[src/rtl/codec_seq_pkg.sv]
`timescale 1ns/1ps
package codec_seq_pkg;
   localparam int WORD_W   = 16;
   localparam int PAD_BIT  = 11;
   localparam int DIR_BIT  = 10;
   localparam int DATA_W   = 10;

   typedef logic [WORD_W-1:0] word_t;

   typedef enum logic [1:0] {
      ST_IDLE = 2'd0,
      ST_XFER = 2'd1,
      ST_GAP  = 2'd2
   } seq_state_e;

   // Force the reserved bit low and blank the payload of reads
   function automatic word_t shape_cmd(input word_t raw);
      word_t w;
      w = raw;
      w[PAD_BIT] = 1'b0;
      if (w[DIR_BIT]) w[DATA_W-1:0] = '0;
      return w;
   endfunction

   function automatic logic is_read(input word_t w);
      return w[DIR_BIT];
   endfunction
endpackage

[src/rtl/codec_seq_bit_timer.sv]
`timescale 1ns/1ps
module codec_seq_bit_timer #(
   parameter int CLK_DIV = 8,
   parameter int BITS    = 16
) (
   input  logic clk,
   input  logic rst_n,
   input  logic run,
   output logic sclk_lvl,
   output logic sample_stb,
   output logic shift_stb,
   output logic word_end
);
   localparam int HALF = CLK_DIV / 2;
   localparam int PW   = $clog2(CLK_DIV);
   localparam int BW   = $clog2(BITS);
   localparam logic [PW-1:0] PH_LAST = PW'(CLK_DIV - 1);
   localparam logic [PW-1:0] PH_HIGH = PW'(HALF);
   localparam logic [PW-1:0] PH_SMP  = PW'(HALF - 1);
   localparam logic [BW-1:0] BC_LAST = BW'(BITS - 1);

   logic [PW-1:0] ph;
   logic [BW-1:0] bc;

   always_ff @(posedge clk or negedge rst_n) begin
      if (!rst_n) begin
         ph <= '0;
         bc <= '0;
      end else if (!run) begin
         ph <= '0;
         bc <= '0;
      end else if (ph == PH_LAST) begin
         ph <= '0;
         bc <= (bc == BC_LAST) ? '0 : bc + 1'b1;
      end else begin
         ph <= ph + 1'b1;
      end
   end

   always_comb begin
      sclk_lvl   = (ph >= PH_HIGH);
      sample_stb = run && (ph == PH_SMP);
      shift_stb  = run && (ph == PH_LAST) && (bc != BC_LAST);
      word_end   = run && (ph == PH_LAST) && (bc == BC_LAST);
   end
endmodule

[src/rtl/codec_seq_shifter.sv]
`timescale 1ns/1ps
module codec_seq_shifter
   import codec_seq_pkg::*;
(
   input  logic  clk,
   input  logic  rst_n,
   input  logic  load,
   input  word_t load_word,
   input  logic  shift_stb,
   input  logic  sample_stb,
   input  logic  miso,
   output logic  mosi,
   output word_t rx_word
);
   word_t tx_q;
   word_t rx_q;

   always_ff @(posedge clk or negedge rst_n) begin
      if (!rst_n) begin
         tx_q <= '0;
         rx_q <= '0;
      end else begin
         if (load)           tx_q <= load_word;
         else if (shift_stb) tx_q <= {tx_q[WORD_W-2:0], 1'b0};
         if (sample_stb)     rx_q <= {rx_q[WORD_W-2:0], miso};
      end
   end

   assign mosi    = tx_q[WORD_W-1];
   assign rx_word = rx_q;
endmodule

[src/rtl/codec_seq_readback.sv]
`timescale 1ns/1ps
module codec_seq_readback
   import codec_seq_pkg::*;
#(
   parameter int                      N_CMD    = 8,
   parameter logic [N_CMD*16-1:0]     CMD_LIST = '0,
   localparam int                     IW       = (N_CMD > 1) ? $clog2(N_CMD) : 1
) (
   input  logic                     clk,
   input  logic                     rst_n,
   input  logic                     wr_en,
   input  logic [IW-1:0]            wr_idx,
   input  word_t                    wr_word,
   output logic [N_CMD*WORD_W-1:0]  rd_data
);
   for (genvar i = 0; i < N_CMD; i++) begin : g_slot
      if (is_read(shape_cmd(CMD_LIST[i*WORD_W +: WORD_W]))) begin : g_store
         word_t slot_q;
         always_ff @(posedge clk or negedge rst_n) begin
            if (!rst_n)                                 slot_q <= '0;
            else if (wr_en && (wr_idx == IW'(i)))       slot_q <= wr_word;
         end
         assign rd_data[i*WORD_W +: WORD_W] = slot_q;
      end else begin : g_tied
         assign rd_data[i*WORD_W +: WORD_W] = '0;
      end
   end
endmodule

[src/rtl/codec_spi_seq.sv]
`timescale 1ns/1ps
module codec_spi_seq
   import codec_seq_pkg::*;
#(
   parameter int                  CLK_DIV  = 8,
   parameter int                  GAP_SCLK = 2,
   parameter int                  N_CMD    = 8,
   parameter logic [N_CMD*16-1:0] CMD_LIST = {
      16'hD400, 16'hC400,                          // ADC control reads
      16'hB400, 16'hA400, 16'h9400, 16'h8400,      // level status reads
      16'h1000, 16'h0000                           // control writes
   }
) (
   input  logic                  clk,
   input  logic                  rst_n,
   input  logic                  start,
   output logic                  busy,
   output logic                  done,
   output logic                  spi_cs_n,
   output logic                  spi_sclk,
   output logic                  spi_mosi,
   input  logic                  spi_miso,
   output logic [N_CMD*16-1:0]   rd_data
);
   localparam int IW       = (N_CMD > 1) ? $clog2(N_CMD) : 1;
   localparam int GAP_CLKS = GAP_SCLK * CLK_DIV;
   localparam int GW       = $clog2(GAP_CLKS);
   localparam logic [GW-1:0] GAP_LAST = GW'(GAP_CLKS - 1);
   localparam logic [IW-1:0] IDX_LAST = IW'(N_CMD - 1);

   if (CLK_DIV < 2 || (CLK_DIV % 2) != 0) begin : g_bad_div
      $error("CLK_DIV must be even and at least 2");
   end
   if (GAP_SCLK < 2) begin : g_bad_gap
      $error("GAP_SCLK must be at least 2");
   end
   if (N_CMD < 1) begin : g_bad_len
      $error("N_CMD must be at least 1");
   end

   function automatic word_t cmd_at(input logic [IW-1:0] idx);
      return shape_cmd(CMD_LIST[int'(idx)*WORD_W +: WORD_W]);
   endfunction

   seq_state_e    state;
   logic [IW-1:0] idx;
   logic [GW-1:0] gap_cnt;
   logic          done_q;

   logic          in_xfer, load, gap_end;
   logic [IW-1:0] load_idx;
   word_t         load_word, rx_word;
   logic          sclk_lvl, sample_stb, shift_stb, word_end, wr_en;

   always_comb begin
      in_xfer   = (state == ST_XFER);
      gap_end   = (state == ST_GAP) && (gap_cnt == GAP_LAST);
      load      = ((state == ST_IDLE) && start) || gap_end;
      load_idx  = (state == ST_IDLE) ? '0 : idx + 1'b1;
      load_word = cmd_at(load_idx);
      wr_en     = word_end && is_read(cmd_at(idx));
   end

   always_ff @(posedge clk or negedge rst_n) begin
      if (!rst_n) begin
         state   <= ST_IDLE;
         idx     <= '0;
         gap_cnt <= '0;
         done_q  <= 1'b0;
      end else begin
         done_q <= 1'b0;
         unique case (state)
            ST_IDLE: if (start) begin
               state <= ST_XFER;
               idx   <= '0;
            end
            ST_XFER: if (word_end) begin
               if (idx == IDX_LAST) begin
                  state  <= ST_IDLE;
                  done_q <= 1'b1;
               end else begin
                  state   <= ST_GAP;
                  gap_cnt <= '0;
               end
            end
            ST_GAP: if (gap_end) begin
               state <= ST_XFER;
               idx   <= load_idx;
            end else begin
               gap_cnt <= gap_cnt + 1'b1;
            end
            default: state <= ST_IDLE;
         endcase
      end
   end

   codec_seq_bit_timer #(.CLK_DIV(CLK_DIV), .BITS(WORD_W)) u_timer (
      .clk        (clk),
      .rst_n      (rst_n),
      .run        (in_xfer),
      .sclk_lvl   (sclk_lvl),
      .sample_stb (sample_stb),
      .shift_stb  (shift_stb),
      .word_end   (word_end)
   );

   codec_seq_shifter u_shift (
      .clk        (clk),
      .rst_n      (rst_n),
      .load       (load),
      .load_word  (load_word),
      .shift_stb  (shift_stb),
      .sample_stb (sample_stb),
      .miso       (spi_miso),
      .mosi       (spi_mosi),
      .rx_word    (rx_word)
   );

   codec_seq_readback #(.N_CMD(N_CMD), .CMD_LIST(CMD_LIST)) u_rdbk (
      .clk     (clk),
      .rst_n   (rst_n),
      .wr_en   (wr_en),
      .wr_idx  (idx),
      .wr_word (rx_word),
      .rd_data (rd_data)
   );

   assign busy     = (state != ST_IDLE);
   assign done     = done_q;
   assign spi_cs_n = !in_xfer;
   assign spi_sclk = in_xfer ? sclk_lvl : 1'b1;
endmodule

[config.mk]
export PLATFORM = sky130hd
export DESIGN_NAME = codec_spi_seq
export DESIGN_NICKNAME = d
export VERILOG_FILES = /design/src/rtl/codec_seq_pkg.sv /design/src/rtl/codec_seq_bit_timer.sv /design/src/rtl/codec_seq_shifter.sv /design/src/rtl/codec_seq_readback.sv /design/src/rtl/codec_spi_seq.sv
export SDC_FILE = /design/constraint.sdc
export NUM_CORES = 1
export LEC_CHECK = 0
export BUFFER_PORTS_ARGS = -buffer_cell sky130_fd_sc_hd__buf_4
export CAP_MARGIN = 25
export CELL_PAD_IN_SITES_DETAIL_PLACEMENT = 0
export CELL_PAD_IN_SITES_GLOBAL_PLACEMENT = 1
export CORE_UTILIZATION = 44
export CTS_CLUSTER_SIZE = 28
export DETAILED_ROUTE_END_ITERATION = 10
export GPL_TIMING_DRIVEN = 0
export PLACE_DENSITY_LB_ADDON = 0.15
export SETUP_SLACK_MARGIN = 0.4
export SLEW_MARGIN = 20
export SYNTH_ARGS = -nofsm -noshare
export SYNTH_HDL_FRONTEND = slang
export SYNTH_HIERARCHICAL = 1
export SYNTH_SLANG_ARGS = --single-unit
[constraint.sdc]
create_clock -name clk -period 2.6 [get_ports clk]
set_input_delay 0.13 -clock clk [delete_from_list [all_inputs] [get_ports clk]]
set_output_delay 0.13 -clock clk [all_outputs]
set_load 0.005 [all_outputs]
# Word level (Yosys, flattened, before mapping)
# Cells that the tools add are included.
# op_classes
n_addsub	4
order_cmp	1
eq_ne	19
shift	2
n_mux	25
n_reduce_logical	23
# ops
op	n
indexed part select 128 x 8 -> 11 bit (first input constant)	1
indexed part select 128 x 8 -> 16 bit (first input constant)	1
2-to-1 mux 16 bit	2
2-to-1 mux 4 bit	6
== test 3 bit (second input constant)	5
2-to-1 mux 3 bit	5
logical AND 1 bit	13
2-to-1 mux 10 bit	1
== test 3 x 2 -> 1 bit (second input constant)	3
adder 4 x 1 -> 4 bit (second input constant)	2
== test 4 bit (second input constant)	2
2-to-1 mux 2 bit	4
!= test 2 bit (second input constant)	4
one-hot mux 4 bit (2 select lines)	1
nonzero test 2 bit	4
adder 3 x 1 -> 3 bit (second input constant)	2
one-hot mux 2 bit (3 select lines)	1
one-hot mux 3 bit (2 select lines)	1
AND reduction 3 bit	2
2-to-1 mux 1 bit	4
!= test 2 x 1 -> 1 bit (second input constant)	2
!= test 4 bit (second input constant)	1
AND reduction 4 bit	1
greater-or-equal comparator 3 bit (second input constant)	1
other kinds (5)	5
# totals
register_bits	145
out_inout_bits	133

# Depth between registers and ports, before layout
# Gate-level depths: netlist (run 1).
# logic_depth
word_depth	5
mapped_depth	11
depth_no_buf	7

# By module
# The synthesis (run 1) kept the hierarchy.
# modules_own_cells
mod	instances	cells_each	area_each_um2	seq_area_each_um2
codec_seq_readback	1	243	4022.6	2402.3
codec_seq_shifter	1	103	1391.3	800.8
codec_spi_seq	1	60	581.8	250.2
codec_seq_bit_timer	1	37	385.4	175.2

# Worst setup path after synthesis (run 1)
# OpenSTA, ideal clock, no wires.
# synth_timing
path_type	register to register
start	reg state[1]
end	reg u_rdbk.g_slot[2].g_store.slot_q[10]
setup_ns	0.125
arrival_ns	2.260
setup_slack_ns	0.215
path_stages_with_launch	12
synth_period_minus_slack_ns	2.385
path_cell_list	dfrtp_1 -> buf_2 -> or2b_1 -> inv_1 -> nand3_1 -> nor2_1 -> o21a_1 -> buf_4 -> and4bb_1 -> buf_6 -> buf_6 -> mux2_4
# synth_between
elab_chain_len	5
# synth_lines
item	line_no	text
start: declaration	codec_spi_seq.sv:45	seq_state_e state;
start signal: assignment	codec_spi_seq.sv:66	state <= ST_IDLE;
start signal: assignment	codec_spi_seq.sv:74	state <= ST_XFER;
start signal: assignment	codec_spi_seq.sv:79	state <= ST_IDLE;
== test 2 x 1 -> 1 bit	codec_spi_seq.sv:56	in_xfer = (state == ST_XFER);
via in_xfer	codec_spi_seq.sv:50	logic in_xfer, load, gap_end;
logical AND 1 bit (2 in a row)	codec_seq_bit_timer.sv:44	word_end = run && (ph == PH_LAST) && (bc == BC_LAST);
via word_end	codec_spi_seq.sv:53	logic sclk_lvl, sample_stb, shift_stb, word_end, wr_en;
logical AND 1 bit	codec_spi_seq.sv:61	wr_en = word_end && is_read(cmd_at(idx));
via wr_en	codec_spi_seq.sv:53	
logical AND 1 bit	codec_seq_readback.sv:21	else if (wr_en && (wr_idx == IW'(i))) slot_q <= wr_word;
end signal: assignment	codec_seq_readback.sv:21	
end: declaration	codec_seq_readback.sv:18	word_t slot_q;
# The timed path passes the listed nets, and every way through them passes these cells.
# A chain may end at the register's enable or synchronous reset.

# Final worst setup path (run 1)
# layout_timing
start	reg state[1]
end	reg u_rdbk.g_slot[2].g_store.slot_q[11]
# Same word-level chain as after synthesis.

==> summary.txt, run 1 <==
Setup path
  • CP delay by family, top: simple AND/OR/NAND/NOR gates
  • Startpoint Class: flip-flop
  • Worst Reg-to-Reg Cells: 11
  • Max stage delay on crit path: 0.38 ns
  • Worst endpoint required time: 2.91 ns
  • Worst-path maximum fanout: 6
  • Crit path cell chain: buf_6 -> or2b_1 -> inv_2 -> nand3_2 -> nor2_4 -> o21a_1 -> buf_6 -> and4bb_1 -> buf_6 -> clkbuf_16 -> mux2_4
  • FF-to-FF Start: state[1]$_DFFE_PN0P_
  • Critical Path Most Common Cell: buf_6
  • CP Class: flip-flop to flip-flop
  • FF-to-FF setup slack: 0.33 ns
  • Worst Setup End Kind: flip-flop
  • Cell at the slowest stage of the critical path: dfrtp_1
  • Worst R2R End: u_rdbk/g_slot[2].g_store.slot_q[11]$_DFFE_PN0P_
  • Critical Path AT: 2.58 ns
  • Crit path buf inv count: 5

Synth
  • Synth Area per Inst: 14.4 sq um
  • Synth top area share: 56.9%
  • Synth area leaders: dfrtp_1 (57%), mux2_1 (9.0%), mux2_4 (7.1%)
  • Synth Cell Area: 0.00638 sq mm
  • Number of flops mapped to enable cells by yosys: 0
  • Post-synth top flop: dfrtp_1
  • Async set-reset flop share out of synthesis: 100%
  • Synth Instances: 443
  • Register area share after synthesis: 56.9%
  • Synth Register Bits: 145
  • Synth unique cells: 45
  • YS warnings: 6
  • Area leader, netlist: dfrtp_1

Global routing
  • Initial antenna violation count: 0
  • Met1 Use GR: 23.3%
  • Most Crowded Layer GR: met2
  • Met2 usage: 29.5%
  • Total GRT Usage: 18.2%
  • Grt ovf: 0
  • First-pass GRT wire length: 20.2 mm
  • Vias in the first global route: 3,784
  • Largest net degree at the start of global routing: 91
  • M3 GR Usage: 5.16%

Clock network
  • Root buf cell: clkbuf_16
  • CTS H-tree lvls: 4
  • Clk sink count: 145
  • CTS tree: done
  • Worst-path clk slew: 0.06 ns
  • Clock buffer depth: 2
  • Clock Latency Late Sink: 0.42 ns
  • Cts bufs inserted: 17

Detailed routing
  • Via count: 3,937
  • DRT Wirelength: 13.2 mm
  • Initial DRC count: 191
  • DRC: 0
  • Routed length per instance: 15.8 um
  • DRT Pass-1 Iters: 4
  • Vias per Instance: 4.72
  • Final ANT Viol Nets: 0

Timing
  • F_max: 440 MHz
  • Final hold violations: 0
  • Final setup slack of the worst path: 0.328 ns
  • RSZ-0062 raised after global routing: yes
  • Final Max Slew Viols: 0
  • Final Setup Violations: 0
  • Worst Clk Skew: 0.00616 ns
  • Minimum clock period: 2.27 ns
  • Final TNS setup: 0 ns
  • Final worst path period share: 87.4%

Place
  • GPL Wtd Cong: 0.721
  • Port buffer count: 104
  • Pre-CTS setup slack: 0.0535 ns
  • Hpwl dp: 8.55 mm

Min path
  • Hold WC Path Type: input pin to flip-flop
  • HP Start: start
  • Worst hold path depth: 4
  • Worst Hold Endpoint: state[0]$_DFFE_PN0P_

Finish
  • Layout cells sized above 1: 46.8%
  • FILL cells: 1,104
  • Layout Nets: 653
  • Number of diodes: 0
  • Area growth syn-to-layout: 36.1%
  • Reg area: 0.00363 sq mm
  • Multi-input gate area: 0.00252 sq mm

Die
  • Die Wd: 122 um
  • Initial Util: 45.6%
  • Core footprint: 0.0140 sq mm
  • Row count: 43
  • Die area: 0.0150 sq mm
  • I/O pins: 137
  • Die Y-Extent: 122 um

Pwr
  • Worst VDD drop: 0.434 mV
  • Leak: 0.00450 uW
  • PD cells: 569 mW/mm^2

Run
  • Max-Cap Viols: 0

Outcome
  • Status: finished clean
[state kept, by name (all words and copies together), names as in the netlist]
name	count
done	1
idx	3
u_timer/bc	4
u_shift/rx_word	16
u_rdbk/g_slot.g_store.slot_q	96
gap_cnt	4
state	2
u_timer/ph	3
u_shift/tx_q	16
[worst min-delay path, cell delays in order]
cell and delay (ns):
buf_4 0.11, inv_1 0.04, mux2_2 0.15, o22ai_1 0.08
[synthesized netlist by cell type, types with 8 or more instances]
cell and n:
mux2i_1 19, buf_6 8, mux2_2 34, o21ai_0 9
ha_1 8, inv_1 8, mux2_1 51, buf_4 34
dfrtp_1 145, nand2_1 26, mux2_4 30, o21ai_1 9
[how the worst max path moves through the flow]
| stage | startpoint | end | slack, ns | depth (start not counted) |
|---|---|---|---|---|
| 2_1_floorplan | state[1]$_DFFE_PN0P_ | u_rdbk/g_slot[2].g_store.slot_q[10]$_DFFE_PN0P_ | 0.34 | 11 |
| 3_3_place_gp | state[1]$_DFFE_PN0P_ | u_rdbk/g_slot[2].g_store.slot_q[6]$_DFFE_PN0P_ | 0.09 | 11 |
| 3_5_place_dp | state[1]$_DFFE_PN0P_ | u_rdbk/g_slot[2].g_store.slot_q[6]$_DFFE_PN0P_ | 0.05 | 11 |
| 4_1_cts | state[1]$_DFFE_PN0P_ | u_rdbk/g_slot[4].g_store.slot_q[14]$_DFFE_PN0P_ | 0.32 | 12 |
| 5_1_grt | state[1]$_DFFE_PN0P_ | u_rdbk/g_slot[2].g_store.slot_q[11]$_DFFE_PN0P_ | 0.26 | 11 |
| 6_report | state[1]$_DFFE_PN0P_ | u_rdbk/g_slot[2].g_store.slot_q[11]$_DFFE_PN0P_ | 0.33 | 11 |
[cell usage in the layout (no fill, tap or decap), types with 3 or more instances in the layout]
| cell type | count |
|---|---|
| nand2_1 | 26 |
| clkbuf_1 | 3 |
| buf_12 | 9 |
| mux2i_1 | 19 |
| mux2_1 | 40 |
| inv_1 | 7 |
| inv_6 | 3 |
| nand4b_4 | 3 |
| clkinvlp_4 | 3 |
| mux2_4 | 41 |
| clkbuf_8 | 3 |
| mux2_2 | 34 |
| nand3_1 | 3 |
| bufinv_16 | 3 |
| clkbuf_16 | 18 |
| conb_1 | 43 |
| dfrtp_1 | 144 |
| and3_1 | 3 |
| buf_6 | 13 |
| buf_4 | 158 |
| o21ai_1 | 9 |
| and2_1 | 4 |
| nor2_1 | 5 |
| o21ai_0 | 9 |
| ha_1 | 6 |
[layout make-up]
| cell class | count | area share (%) |
|---|---|---|
| clock buffer | 22 | 5.46 |
| tap | 180 | 2.59 |
| sequential | 145 | 41.8 |
| clock inverter | 10 | 1.70 |
| timing repair buffer | 138 | 13.3 |
| buffer | 53 | 5.79 |
| inverter | 8 | 0.346 |
| multi-input combinational | 278 | 29.0 |
[report_power, final]
part	total [uW]	internal [uW]	switching, uW
combinational	121	52.3	69.1
sequential	2290	2270	16.8
clock	2530	1600	938
total	4940	3920	1020
[routing by layer]
metal / up-vias / wire, um
met4: 0 / 164
met3: 13 / 526
met5: - / 0
met1: 1961 / 5640
met2: 90 / 6830
li1: 1873 / -
[what timing repair did]
action                                 in CTS  in global routing
pin swaps                                   1                  2
gates resized for setup                    12                 26
hold buffers                                2                  0
buffers inserted                           10                 19
setup endpoints to repair                  73                 82
gates cloned                                1                  1
endpoints found under the hold margin      56                  0
[cells by family (layout without fill, tap and decap cells)]
group | after synthesis | in the layout | synth area share [%]
flip-flops | 145 | 145 | 56.9
multiplexers | 134 | 134 | 25.0
AND/OR/NAND/NOR | 62 | 62 | 6.24
buffers and inverters | 61 | 231 | 7.18
AO/OA/AOI/OAI | 29 | 29 | 2.73
adder cells (fa/ha/maj) | 8 | 8 | 1.57
other | 2 | 43 | 0.118
XOR/XNOR | 2 | 2 | 0.275
[metrics by stage]
stage	area, sq um	power (uW)	utilization, %	std cells	hold WS (ns)
6_report	8690	4940	62.1	834	0.128
3_3_place_gp	7570	2440	54.1	768	0.373
2_1_floorplan	6560	2380	-	484	-0.166
4_1_cts	8410	5000	60.2	814	0.115
5_1_grt	8690	5120	62.1	834	0.147
3_5_place_dp	7600	2450	54.3	769	0.0856
(Power assumes the default switching activity.)
==> run 2: changes to the inputs <==
PLACE_DENSITY_LB_ADDON = 0.1   (was 0.15)
SLEW_MARGIN = 0   (was 20)
==> summary.txt, run 2 (same netlist as run 1, synthesis figures left out) <==
Global routing
  • Total GRT Usage: 18.6% (was 18.2%)
  • Vias in the first global route: 3,870 (was 3,784)
  • Met1 Use GR: 24.5% (was 23.3%)
  • Initial antenna violation count: 0 (unchanged)
  • Met2 usage: 30.1% (was 29.5%)
  • Most Crowded Layer GR: met2 (unchanged)
  • First-pass GRT wire length: 20.7 mm (was 20.2 mm)
  • M3 GR Usage: 3.95% (was 5.16%)
  • Largest net degree at the start of global routing: 99 (was 91)
  • Grt ovf: 0 (unchanged)

Timing
  • Final Setup Violations: 0 (unchanged)
  • Worst Clk Skew: 0.00714 ns (was 0.00616 ns)
  • Minimum clock period: 2.28 ns (was 2.27 ns)
  • Final setup slack of the worst path: 0.316 ns (was 0.328 ns)
  • RSZ-0062 raised after global routing: yes (unchanged)
  • F_max: 438 MHz (was 440 MHz)
  • Final Max Slew Viols: 0 (unchanged)
  • Final hold violations: 0 (unchanged)
  • Final worst path period share: 87.9% (was 87.4%)
  • Final TNS setup: 0 ns (unchanged)

Finish
  • Most common cell after layout, fill and taps aside: buf_4 (unchanged)
  • Final Instance Count excl. Fillers: 828 (was 834)
  • Most frequent cells in the layout: buf_4 (151), dfrtp_1 (144), conb_1 (43) (was buf_4 (158), dfrtp_1 (144), conb_1 (43))
  • Top reg by flops: u_rdbk/g_slot.g_store.slot_q (unchanged)
  • Finished Core Util: 61.9% (was 62.1%)
  • Layout Nets: 647 (was 653)
  • Post-route design area: 0.00866 sq mm (was 0.00869 sq mm)
  • Layout cells sized above 1: 46.3% (was 46.8%)
  • Max reg flops: 96 (unchanged)
  • Number of diodes: 0 (unchanged)
  • Area growth syn-to-layout: 35.6% (was 36.1%)

Die
  • Initial Util: 45.6% (unchanged)
  • Die area: 0.0150 sq mm (unchanged)
  • Die Y-Extent: 122 um (unchanged)
  • Die Wd: 122 um (unchanged)
  • Core footprint: 0.0140 sq mm (unchanged)
  • I/O pins: 137 (unchanged)
  • Row count: 43 (unchanged)

Outcome
  • Status: finished clean (unchanged)

Min path
  • HP Start: start (unchanged)
  • Hold WC Path Type: input pin to flip-flop (unchanged)
  • Worst hold path depth: 4 (unchanged)
  • Worst Hold Endpoint: state[0]$_DFFE_PN0P_ (unchanged)

Clock network
  • Clk sink count: 145 (unchanged)
  • CTS tree: done (unchanged)
  • Root buf cell: clkbuf_16 (unchanged)
  • Clock buffer depth: 2 (unchanged)
  • Worst-path clk slew: 0.06 ns (about the same)
  • CTS H-tree lvls: 4 (unchanged)
  • Clock Latency Late Sink: 0.41 ns (was 0.42 ns)
  • Cts bufs inserted: 17 (unchanged)

Setup path
  • Worst endpoint required time: 2.90 ns (was 2.91 ns)
  • Worst R2R End: u_rdbk/g_slot[4].g_store.slot_q[7]$_DFFE_PN0P_ (was u_rdbk/g_slot[2].g_store.slot_q[11]$_DFFE_PN0P_)
  • Worst Reg-to-Reg Cells: 12 (was 11)
  • Cell at the slowest stage of the critical path: dfrtp_1 (unchanged)
  • Critical Path AT: 2.58 ns (about the same)
  • Critical Path Most Common Cell: buf_6 (unchanged)
  • Crit path buf inv count: 6 (was 5)
  • Crit path cell chain: buf_6 -> or2b_1 -> inv_2 -> nand3_2 -> nor2_4 -> o21a_1 -> buf_6 -> and4bb_1 -> buf_6 -> buf_12 -> buf_12 -> mux2_4 (was buf_6 -> or2b_1 -> inv_2 -> nand3_2 -> nor2_4 -> o21a_1 -> buf_6 -> and4bb_1 -> buf_6 -> clkbuf_16 -> mux2_4)
  • CP Class: flip-flop to flip-flop (unchanged)
  • Max stage delay on crit path: 0.38 ns (about the same)
  • Worst Setup End Kind: flip-flop (unchanged)
  • FF-to-FF setup slack: 0.32 ns (was 0.33 ns)
  • CP delay by family, top: buffers and inverters (was simple AND/OR/NAND/NOR gates)
  • Worst-path maximum fanout: 5 (was 6)
  • FF-to-FF Start: state[1]$_DFFE_PN0P_ (unchanged)
  • Startpoint Class: flip-flop (unchanged)

Pwr
  • PD cells: 564 mW/mm^2 (was 569 mW/mm^2)
  • Switching pwr: 979 uW (was 1020 uW)
  • Internal power: 3900 uW (was 3920 uW)
  • Sw Ratio: 20.1% (was 20.7%)
  • Leak: 0.00447 uW (was 0.00450 uW)
  • Clk pwr share: 50.6% (was 51.3%)
  • Worst VDD drop: 0.357 mV (was 0.434 mV)
  • Comb pwr share: 2.5% (about the same)
  • Sequential group share of total power: 46.9% (was 46.3%)

Detailed routing
  • DRT Pass-1 Iters: 5 (was 4)
  • Final ANT Viol Nets: 0 (unchanged)
  • Initial DRC count: 159 (was 191)
  • Via count: 3,920 (was 3,937)
  • Vias per Instance: 4.73 (was 4.72)
  • DRT Wirelength: 13.3 mm (was 13.2 mm)
  • DRC: 0 (unchanged)
  • Routed length per instance: 16.1 um (was 15.8 um)

Place
  • GPL Wtd Cong: 0.741 (was 0.721)
  • Pre-CTS setup slack: 0.0714 ns (was 0.0535 ns)
  • Hpwl dp: 8.84 mm (was 8.55 mm)
  • Post-DP Area: 0.00760 sq mm (about the same)
  • DP Cell Count: 769 (unchanged)
  • Port buffer count: 104 (unchanged)

Run
  • Max-Cap Viols: 0 (unchanged)
[run 2: cell count changes in the layout (fill, tap and decap cells not counted), sizes merged]
cell,delta
buf,-5
clkbuf,-1
clkinv,+3
inv,-3
[run 2: worst max path at each step]
stage	to	cells after the start	slack, ns	from
2_1_floorplan	u_rdbk/g_slot[2].g_store.slot_q[10]$_DFFE_PN0P_	11	0.34	state[1]$_DFFE_PN0P_
3_3_place_gp	u_rdbk/g_slot[2].g_store.slot_q[6]$_DFFE_PN0P_	11	0.08	state[1]$_DFFE_PN0P_
3_5_place_dp	u_rdbk/g_slot[2].g_store.slot_q[8]$_DFFE_PN0P_	11	0.07	state[1]$_DFFE_PN0P_
4_1_cts	u_rdbk/g_slot[4].g_store.slot_q[7]$_DFFE_PN0P_	12	0.33	state[1]$_DFFE_PN0P_
5_1_grt	u_rdbk/g_slot[4].g_store.slot_q[7]$_DFFE_PN0P_	12	0.23	state[1]$_DFFE_PN0P_
6_report	u_rdbk/g_slot[4].g_store.slot_q[7]$_DFFE_PN0P_	12	0.32	state[1]$_DFFE_PN0P_
[run 2: layout make-up]
cell class | count | area (sq um)
plain buffers | 53 | 503
clock buffers | 22 | 474
clock inverters | 10 | 133
fillers | 1115 | 5330
inverters | 8 | 30.0
multi-input cells | 278 | 2520
flip-flops and latches | 145 | 3630
well taps | 180 | 225
repair buffers | 132 | 1140
[run 2: layer usage]
metal	wire, um	vias up	part of all wire, %
met5	0	-	0
met1	5960	1968	45
met4	194	0	1.5
li1	-	1850	-
met2	6680	84	50
met3	496	18	3.7
[run 2: through the flow]
step	power [uW]	hold WS (ns)
after detailed placement	2450	0.0973
after global routing	5060	0.132
final	4880	0.123
after global placement	2440	0.372
after CTS	4940	0.104
after floorplan	2380	-0.166
[run 2: power groups by stage]
stage	Sequential, uW	Clock (uW)	Combinational [uW]
3_5_place_dp	2330	0	121
6_report	2290	2470	121
5_1_grt	2290	2630	140
2_1_floorplan	2320	0	61.9
4_1_cts	2290	2520	123
3_3_place_gp	2330	0	111
[run 2: worst register-to-register path: stages, from the launching register on]
cell	delay, ns
dfrtp_1	0.38
buf_6	0.12
or2b_1	0.24
inv_2	0.08
nand3_2	0.08
nor2_4	0.11
o21a_1	0.14
buf_6	0.13
and4bb_1	0.22
buf_6	0.14
buf_12	0.11
buf_12	0.13
mux2_4	0.31
[run 2: what timing repair did]
item | 4_1_cts | 5_1_grt
hold endpoints to repair | 48 | 0
gates resized for setup | 15 | 22
hold buffers | 2 | 0
cloned | 2 | 0
endpoints found under the setup margin | 72 | 86
pin swaps | 1 | 1
setup buffers | 11 | 12
==> run 3: changes to the inputs <==
ABC_AREA = 1   (was default)
CORE_UTILIZATION = 41   (was 44)
==> summary.txt, run 3 <==
Timing
  • F_max: 485 MHz (was 438 MHz)
  • Least-Margin Pin Slew: 0.624 ns
  • Final Setup Violations: 0 (unchanged)
  • RSZ-0062 raised after global routing: yes (unchanged)
  • Final Max Slew Viols: 0 (unchanged)
  • WHS: 0.0563 ns (was 0.123 ns)
  • Minimum clock period: 2.06 ns (was 2.28 ns)
  • Worst Clk Skew: 0.00895 ns (was 0.00714 ns)
  • Final worst path period share: 79.3% (was 87.9%)
  • Final hold violations: 0 (unchanged)
  • Relative slew slack: 58.4%

Finish
  • Number of diodes: 0 (unchanged)
  • Layout cells sized above 1: 26.9% (was 46.3%)
  • Area growth syn-to-layout: 29.3% (was 35.6%)
  • Post-route design area: 0.00824 sq mm (was 0.00866 sq mm)
  • Layout Nets: 904 (was 647)
  • FILL cells: 1,414 (was 1,115)
  • Most frequent cells in the layout: nand2_1 (285), dfrtp_1 (145), buf_4 (143) (was buf_4 (151), dfrtp_1 (144), conb_1 (43))
  • Max reg flops: 96 (unchanged)
  • Reg area: 0.00363 sq mm (about the same)
  • Multi-input gate area: 0.00238 sq mm (was 0.00252 sq mm)
  • Top reg by flops: u_rdbk/g_slot.g_store.slot_q (unchanged)
  • Most common cell after layout, fill and taps aside: nand2_1 (was buf_4)

Setup path
  • Crit path from: state[1]$_DFFE_PN0P_ (unchanged)
  • FF-to-FF Start: state[1]$_DFFE_PN0P_ (unchanged)
  • Worst-path maximum fanout: 10 (was 5)
  • Critical Path AT: 2.42 ns (was 2.58 ns)
  • Worst Reg-to-Reg Cells: 12 (unchanged)
  • Worst Setup End Kind: flip-flop (unchanged)
  • Worst endpoint required time: 2.95 ns (was 2.90 ns)
  • Worst R2R End: u_rdbk/g_slot[6].g_store.slot_q[5]$_DFFE_PN0P_ (was u_rdbk/g_slot[4].g_store.slot_q[7]$_DFFE_PN0P_)
  • Startpoint Class: flip-flop (unchanged)
  • CP Capture Point: u_rdbk/g_slot[6].g_store.slot_q[5]$_DFFE_PN0P_ (was u_rdbk/g_slot[4].g_store.slot_q[7]$_DFFE_PN0P_)
  • CP Class: flip-flop to flip-flop (unchanged)
  • FF-to-FF setup slack: 0.54 ns (was 0.32 ns)

Min path
  • Hold WC Path Type: input pin to flip-flop (unchanged)

Run
  • Max-Cap Viols: 0 (unchanged)

Global routing
  • Grt ovf: 0 (unchanged)
  • Total GRT Usage: 21.1% (was 18.6%)
  • Initial antenna violation count: 0 (unchanged)
  • Largest net degree at the start of global routing: 82 (was 99)
  • Vias in the first global route: 4,987 (was 3,870)
  • First-pass GRT wire length: 25.9 mm (was 20.7 mm)

Clock network
  • Worst-path clk slew: 0.06 ns (about the same)
  • Cts bufs inserted: 17 (unchanged)
  • Clock buffer depth: 2 (unchanged)
  • Clock Latency Late Sink: 0.42 ns (was 0.41 ns)
  • CTS H-tree lvls: 4 (unchanged)
  • Root buf cell: clkbuf_16 (unchanged)
  • CTS tree: done (unchanged)
  • Clk sink count: 145 (unchanged)

Synth
  • Number of flops mapped to enable cells by yosys: 0 (unchanged)
  • Synth area leaders: dfrtp_1 (57%), nand2_1 (17%), nand3_1 (8.6%) (was dfrtp_1 (57%), mux2_1 (9.0%), mux2_4 (7.1%))
  • Synth unique cells: 29 (was 45)
  • Area leader, netlist: dfrtp_1 (unchanged)
  • Most frequent cell after synthesis: nand2_1 (was dfrtp_1)
  • Synth Area per Inst: 8.86 sq um (was 14.4 sq um)
  • Synth top area share: 57.0% (was 56.9%)
  • Synth Cell Area: 0.00637 sq mm (was 0.00638 sq mm)
  • YS warnings: 6 (unchanged)
  • Post-synth top flop: dfrtp_1 (unchanged)
  • Synth Register Bits: 145 (unchanged)
  • Register area share after synthesis: 57.0% (was 56.9%)
  • Async set-reset flop share out of synthesis: 100% (unchanged)
  • Synth top cells by count: nand2_1 (288), dfrtp_1 (145), nand3_1 (110), buf_4 (35), inv_1 (25) (was dfrtp_1 (145), mux2_1 (51), buf_4 (34), mux2_2 (34), mux2_4 (30))
  • Synth Instances: 719 (was 443)

Outcome
  • Status: finished clean (unchanged)

Pwr
  • Power Total: 4630 uW (was 4880 uW)
  • Leak: 0.00468 uW (was 0.00447 uW)
  • Worst VDD drop: 0.424 mV (was 0.357 mV)
  • PD cells: 562 mW/mm^2 (was 564 mW/mm^2)

Detailed routing
  • Routed length per instance: 14.4 um (was 16.1 um)
  • DRC: 0 (unchanged)
  • Vias per Instance: 4.75 (was 4.73)
  • Initial DRC count: 318 (was 159)
  • DRT Pass-1 Iters: 5 (unchanged)
  • Via count: 5,191 (was 3,920)
  • DRT Wirelength: 15.8 mm (was 13.3 mm)
  • Final ANT Viol Nets: 0 (unchanged)

Die
  • I/O pins: 137 (unchanged)
  • Core footprint: 0.0152 sq mm (was 0.0140 sq mm)
  • Initial Util: 41.9% (was 45.6%)
  • Die Y-Extent: 127 um (was 122 um)
  • Row count: 45 (was 43)
  • Die Wd: 127 um (was 122 um)
  • Die area: 0.0160 sq mm (was 0.0150 sq mm)

Place
  • GPL Wtd Cong: 0.761 (was 0.741)
  • Post-DP Area: 0.00757 sq mm (was 0.00760 sq mm)
  • Port buffer count: 104 (unchanged)
  • Hpwl dp: 10.9 mm (was 8.84 mm)
-- run 3: per-stage QoR --
step                setup slack [ns]  util (%)  setup TNS (ns)  std cells
floorplan                      0.453         -               0        760
global placement              -0.150      49.6           -2.94       1052
detailed placement            -0.195      49.8           -3.72       1053
CTS                            0.396      53.8               0       1089
global route                   0.366      54.2               0       1093
finish                         0.537      54.2               0       1093
-- run 3: cells by family (layout without fill, tap and decap cells) --
| kind of cell | count (synthesis) | after routing | share of synthesized area (%) |
|---|---|---|---|
| buffers and inverters | 94 | 239 | 8.45 |
| AOI/OAI and AO/OA | 23 | 23 | 1.89 |
| and+or+nand+nor | 446 | 446 | 30.9 |
| xor gates and xnor gates | 1 | 1 | 0.138 |
| adders and majority gates | 8 | 8 | 1.57 |
| other | 2 | 43 | 0.118 |
| DFF | 145 | 145 | 57.0 |
-- run 3: timing repair --
| action | CTS | global route |
|---|---|---|
| setup endpoints to repair | 96 | 78 |
| cloned | 1 | 0 |
| pin swaps | 0 | 2 |
| buffers inserted | 1 | 4 |
| hold endpoints to repair | 65 | 0 |
| gates resized for setup | 10 | 10 |
| hold buffers | 2 | 0 |
-- run 3: area by class of cell --
class | instances | share of cell area [%]
Timing Repair Buffer | 112 | 10.7
Clock inverter | 12 | 1.03
Buffer | 61 | 5.21
Inverter | 33 | 1.55
Tap cell | 188 | 2.86
Multi-Input combinational cell | 521 | 29.0
Timing Repair inverter | 1 | 0.0911
Clock buffer | 20 | 5.54
Sequential cell | 145 | 44.1
-- run 3: how the worst min path moves through the flow --
| stage | from | to | slack (ns) | cells after the start |
|---|---|---|---|---|
| final | start | state[0]$_DFFE_PN0P_ | 0.06 | 3 |
| after global routing | start | state[0]$_DFFE_PN0P_ | 0.06 | 3 |
| after CTS | start | state[0]$_DFFE_PN0P_ | 0.04 | 3 |
| after detailed placement | rst_n | u_rdbk/g_slot[3].g_store.slot_q[13]$_DFFE_PN0P_ | 0.17 | 1 |
| after global placement | spi_miso | u_shift/rx_word[0]$_DFFE_PN0P_ | 0.34 | 3 |
| after floorplan | rst_n | done$_DFF_PN0_ | -0.17 | 0 |
-- run 3: worst max-delay path, stage by stage, from the launching register on --
cell     delay, ns
dfrtp_1       0.40
inv_2         0.10
nand2_4       0.09
inv_1         0.08
buf_6         0.13
nand2_4       0.06
nor2_4        0.13
o21a_1        0.17
nand2_2       0.13
nor2_2        0.28
buf_2         0.27
nand2_1       0.08
nand2_1       0.08
-- run 3: routing by layer --
layer,GRT usage [%],routed length [um]
met1,26.6,6980
met4,6.24,176
met5,0,0
met2,36.4,8060
met3,4.51,567
-- run 3: power breakdown --
group          leakage [uW]  switching [uW]  total [uW]  internal, uW
clock              0.000259             954        2220          1270
sequential          0.00196            21.0        2290          2270
combinational       0.00246            70.3         116          45.8
